--- src/rtl/clkdiv_step_seq.sv ---
module clkdiv_step_seq #(
  parameter int DIV_W      = 7,
  parameter int LVL_W      = 8,
  parameter int DIV_RST    = 126,
  parameter int DIV_LO     = 126,
  parameter int DIV_HI     = 127,
  parameter int LVL_SHIFT  = 2,
  parameter int DROP_BIAS  = 4,
  parameter int ADD_TARGET = 12
) (
  input  logic             clk,
  input  logic             rst_n,
  input  logic             start_i,
  input  logic [DIV_W-1:0] target_i,
  input  logic [LVL_W-1:0] fifo_level_i,
  output logic [DIV_W-1:0] div_o,
  output logic             ovr_en_o,
  output logic             drop_px_o,
  output logic             add_px_o,
  output logic             busy_o,
  output logic             done_o
);

  localparam logic [DIV_W-1:0] LO   = DIV_W'(DIV_LO);
  localparam logic [DIV_W-1:0] HI   = DIV_W'(DIV_HI);
  localparam logic [LVL_W-1:0] BIAS = LVL_W'(DROP_BIAS);
  localparam logic [LVL_W-1:0] TOP  = LVL_W'(ADD_TARGET);

  typedef enum logic [2:0] {
    S_IDLE, S_SAMPLE, S_PULSE, S_GAP, S_OVR_OFF, S_WRITE, S_DONE
  } state_t;

  state_t           state_q;
  logic [DIV_W-1:0] div_q, pend_q;
  logic [LVL_W-1:0] cnt_q;
  logic             add_mode_q, ovr_q, drop_q, add_q;

  wire at_hi    = (div_q == HI);
  wire to_hi    = (target_i == HI);
  wire leave_hi = at_hi && !to_hi;
  wire enter_hi = to_hi && !at_hi;
  wire need_lo  = enter_hi && (div_q != LO);

  wire [LVL_W-1:0] lvl_n  = fifo_level_i >> LVL_SHIFT;
  wire [LVL_W-1:0] drop_n = (lvl_n > BIAS) ? lvl_n - BIAS : '0;
  wire [LVL_W-1:0] add_n  = (lvl_n < TOP)  ? TOP - lvl_n  : '0;
  wire [LVL_W-1:0] seq_n  = add_mode_q ? add_n : drop_n;

  always_ff @(posedge clk) begin
    if (!rst_n) begin
      state_q    <= S_IDLE;
      div_q      <= DIV_W'(DIV_RST);
      pend_q     <= '0;
      cnt_q      <= '0;
      add_mode_q <= 1'b0;
      ovr_q      <= 1'b0;
      drop_q     <= 1'b0;
      add_q      <= 1'b0;
    end else begin
      case (state_q)
        S_IDLE: if (start_i) begin
          pend_q     <= target_i;
          add_mode_q <= enter_hi;
          if (leave_hi || enter_hi) begin
            if (need_lo) div_q <= LO;
            state_q <= S_SAMPLE;
          end else begin
            div_q   <= target_i;
            state_q <= S_DONE;
          end
        end
        S_SAMPLE: begin
          ovr_q   <= 1'b1;
          cnt_q   <= seq_n;
          state_q <= (seq_n == '0) ? S_OVR_OFF : S_PULSE;
        end
        S_PULSE: begin
          if (add_mode_q) add_q <= 1'b1;
          else            drop_q <= 1'b1;
          cnt_q   <= cnt_q - 1'b1;
          state_q <= S_GAP;
        end
        S_GAP: begin
          add_q   <= 1'b0;
          drop_q  <= 1'b0;
          state_q <= (cnt_q == '0) ? S_OVR_OFF : S_PULSE;
        end
        S_OVR_OFF: begin
          ovr_q   <= 1'b0;
          state_q <= S_WRITE;
        end
        S_WRITE: begin
          div_q   <= pend_q;
          state_q <= S_DONE;
        end
        S_DONE:  state_q <= S_IDLE;
        default: state_q <= S_IDLE;
      endcase
    end
  end

  assign div_o     = div_q;
  assign ovr_en_o  = ovr_q;
  assign drop_px_o = drop_q;
  assign add_px_o  = add_q;
  assign busy_o    = (state_q != S_IDLE);
  assign done_o    = (state_q == S_DONE);

endmodule

--- config.mk ---
export PLATFORM = sky130hd
export DESIGN_NAME = clkdiv_step_seq
export DESIGN_NICKNAME = d
export VERILOG_FILES = /design/src/rtl/clkdiv_step_seq.sv
export SDC_FILE = /design/constraint.sdc
export NUM_CORES = 1
export LEC_CHECK = 0
export ABC_CLOCK_PERIOD_IN_PS = 4100
export BUFFER_PORTS_ARGS = -buffer_cell sky130_fd_sc_hd__buf_4
export CAP_MARGIN = 5
export CORE_ASPECT_RATIO = 1.1
export CORE_UTILIZATION = 60
export CTS_CLUSTER_DIAMETER = 150
export CTS_CLUSTER_SIZE = 28
export DETAILED_ROUTE_END_ITERATION = 10
export PLACE_DENSITY = 0.95
export SLEW_MARGIN = 30
export SYNTH_ARGS = -nofsm -noshare
export SYNTH_HDL_FRONTEND = slang
export SYNTH_SLANG_ARGS = --single-unit
export TNS_END_PERCENT = 10
--- constraint.sdc ---
create_clock -name clk -period 4.1 [get_ports clk]
set_clock_uncertainty 0.05 [all_clocks]
set_input_delay 0.82 -clock clk [delete_from_list [all_inputs] [get_ports clk]]
set_output_delay 0.82 -clock clk [all_outputs]
set_load 0.02 [all_outputs]
==> impl_metrics.sql <==
INSERT INTO impl_metrics (metric_group, metric, value, unit) VALUES
('synth', 'synth-simple-area-share', '32.42', '%'),
('drt', 'vias_per_cell', '5.979', ''),
('sta', 'relSlewSlack', '52.76', '%'),
('min_path', 'hold_path_startpoint', 'pend_q[6]', ''),
('clocking', 'post-cts-setup-buffers', '0', ''),
('sta', 'drv_slew', '0', ''),
('sta', 'fin_crit', '2448', 'ps'),
('synth', 'mapped_avg_cell_area', '7.903', 'sq um'),
('sta', 'unrepaired_setup_endpoints_after_global_routing', 'false', ''),
('global_route', 'first_global_vias', '1499', ''),
('synth', 'netlist.top_cell.by_area', 'sky130_fd_sc_hd__dfxtp_1', ''),
('final_layout', 'fillCellCount', '211', ''),
('power', 'power_switching', '636.8', 'uW'),
('final_layout', 'multiInputGateArea', '1146', 'sq um'),
('clocking', 'clockRootBuffer', 'sky130_fd_sc_hd__clkbuf_4', ''),
('die', 'io-pin-count', '30', ''),
('power', 'p_comb_share', '52.3', '%'),
('outcome', 'run_status', 'finished, final reports clean', ''),
('place', 'final_weighted_congestion_of_routability_driven_global_placement', '0.8764', ''),
('power', 'switching_power_as_a_share_of_total_power', '43.55', '%'),
('setup_path', 'setup.reg_to_reg.worst_slack', '1910', 'ps'),
('setup_path', 'worstRegToRegCells', '5', ''),
('synth', 'synth-compound-area-share', '24.40', '%'),
('synth', 'netlist.area_leader.share', '31.80', '%'),
('final_layout', 'insertedDiodeCount', '0', ''),
('die', 'design.die.area', '3267', 'sq um'),
('sta', 'timing_worst_slew_pin_value', '707.3', 'ps'),
('final_layout', 'commonest_non_fill_non_tap_cell_in_the_layout', 'sky130_fd_sc_hd__nand2_1', ''),
('place', 'place_hpwl', '2737', 'microns'),
('final_layout', 'areaGrowthSynthToFinish', '14.46', '%'),
('power', 'power.clock.fraction', '13.7', '%'),
('final_layout', 'final_nets', '281', ''),
('clocking', 'clock_sink_count', '29', ''),
('drt', 'route.detailed.wl_per_inst', '13.36', 'microns'),
('clocking', 'post_cts_resized', '0', ''),
('synth', 'syn-cell-area', '1826', 'sq um'),
('sta', 'setup_total_neg_slack', '0', 'ps'),
('sta', 'post-route-worst-setup-slack', '1652', 'ps'),
('final_layout', 'sequential_cell_area', '580.6', 'sq um'),
('power', 'max-vdd-ir-drop', '594.7', 'uV'),
('power', 'power.leakage', '0.8908', 'nW'),
('sta', 'finalSetupViolCount', '0', ''),
('drt', 'detailedRoute.firstIterationViolations', '53', ''),
('global_route', 'grt_first_pass_wirelength', '6223', 'microns'),
('clocking', 'clock_buffers_created_by_tritoncts', '5', ''),
('clocking', 'cts_htree_levels', '2', ''),
('setup_path', 'reg2reg_from', 'state_q[2]', ''),
('synth', 'post_synth_xor_area_fraction', '0.4798', '%'),
('sta', 'finalCritPeriodShare', '59.70', '%'),
('synth', 'synthesis.instances', '231', ''),
('global_route', 'grt_max_degree', '27', ''),
('die', 'floorplan.rows', '20', ''),
('clocking', 'cts_buffer_depth', '2', ''),
('synth', 'postSynth.topFlopCell', 'sky130_fd_sc_hd__dfxtp_1', ''),
('setup_path', 'timing.critical_path.to_type', 'flip-flop', ''),
('drt', 'num_vias', '1728', ''),
('final_layout', 'post_route_cells_drive_above_1_share', '19.14', '%'),
('synth', 'seq_cells_post_synth', '29', ''),
('setup_path', 'critical_path_peak_fanout', '13', ''),
('sta', 'timing.fmax', '408.6', 'MHz'),
('synth', 'synth.yosys.warnings', '0', ''),
('min_path', 'timing.hold.worst_path_depth', '2', ''),
('synth', 'dominant_combinational_cell_family_by_area_after_synthesis', 'simple AND/OR/NAND/NOR gates', ''),
('power', 'cell_internal_pwr', '825.3', 'uW'),
('synth', 'async_reset_ff_share', '0', '%'),
('place', 'dpl.cell_count', '281', ''),
('min_path', 'holdPathEnd', 'pend_q[6]', ''),
('power', 'power_density', '699.7', 'nW/um^2'),
('min_path', 'hold_class', 'reg2reg', ''),
('global_route', 'grt-ovfl-total', '0', ''),
('synth', 'number_of_enable_flip_flop_cells_after_synthesis', '0', '');
[worst max-delay path, cell delays in order]
cell,delay (ps)
sky130_fd_sc_hd__buf_4,90
sky130_fd_sc_hd__and4_1,200
sky130_fd_sc_hd__nand4_1,140
sky130_fd_sc_hd__inv_1,80
sky130_fd_sc_hd__ha_1,200
sky130_fd_sc_hd__nor2b_1,80
sky130_fd_sc_hd__a211oi_2,610
sky130_fd_sc_hd__nor3b_1,270
sky130_fd_sc_hd__o311ai_1,100
[logic make-up after synthesis]
group	Yosys count
and+or+nand+nor	108
AOI/OAI and AO/OA	62
DFF	29
buffers and inverters	23
adders and majority gates	8
xor gates and xnor gates	1
[state kept, by name, indices dropped and copies added, names as in the netlist]
register    flops
add_mode_q      1
pend_q          7
add_px_o        1
drop_px_o       1
div_o           7
ovr_en_o        1
state_q         3
cnt_q           8
[Yosys cell counts, drive strengths merged, types with 2 or more instances]
| cell type | n |
|---|---|
| nand2 | 34 |
| nand4 | 3 |
| dfxtp | 29 |
| clkbuf | 7 |
| nor4 | 3 |
| o311ai | 6 |
| nor3b | 3 |
| a222oi | 2 |
| a31oi | 4 |
| buf | 3 |
| nand3 | 4 |
| a21o | 2 |
| o22ai | 5 |
| or3b | 2 |
| and3 | 3 |
| a21oi | 10 |
| and2 | 6 |
| inv | 13 |
| nor2 | 22 |
| o21a | 2 |
| o21ai | 10 |
| and3b | 5 |
| nand2b | 3 |
| ha | 8 |
| a211oi | 4 |
| nor2b | 8 |
| nor3 | 4 |
| a21boi | 8 |
| or2b | 2 |
| or4 | 2 |
[stage by stage]
stage	total power [mW]	hold slack [ps]	utilization [%]	area, sq um
after global routing	1.581	425.1	73.89	2090
final	1.462	407.5	73.89	2090
after detailed placement	1.256	392.3	71.42	2019
after CTS	1.459	408.3	73.89	2090
after floorplan	1.083	381.9	-	1826
after global placement	1.230	389.1	71.42	2019
[layer usage]
metal  wire length (microns)  vias up  track usage, %
li1                        -      875               -
met1                    1715      787           29.63
met2                    1859       56           46.30
met3                     220       10           7.634
met4                      65        0           9.524
met5                       0        -               0
[final cells by class]
class	count	area share (%)
Clock buffer	7	3.114
Clock inverter	1	0.2395
Tap cell	33	1.976
Sequential cell	29	27.78
Multi-Input combinational cell	179	54.85
Timing Repair Buffer	27	9.701
Inverter	13	2.335
[how the worst max path moves through the flow]
| stage | start | endpoint | slack, ps |
|---|---|---|---|
| 2_1_floorplan | target_i[5] | div_o[6] | 1790 |
| 3_3_place_gp | target_i[5] | div_o[6] | 1390 |
| 3_5_place_dp | target_i[5] | div_o[6] | 1330 |
| 4_1_cts | target_i[5] | div_o[6] | 1690 |
| 5_1_grt | target_i[5] | div_o[2] | 1490 |
| 6_report | target_i[5] | div_o[6] | 1650 |
[power by group through the flow]
stage	Sequential, mW	Combinational (mW)	Clock [mW]
finish	0.497	0.764	0.201
global route	0.513	0.851	0.217
CTS	0.495	0.762	0.203
detailed placement	0.499	0.756	0
global placement	0.494	0.735	0
floorplan	0.486	0.597	0
Power figures use the tool's default switching activity.
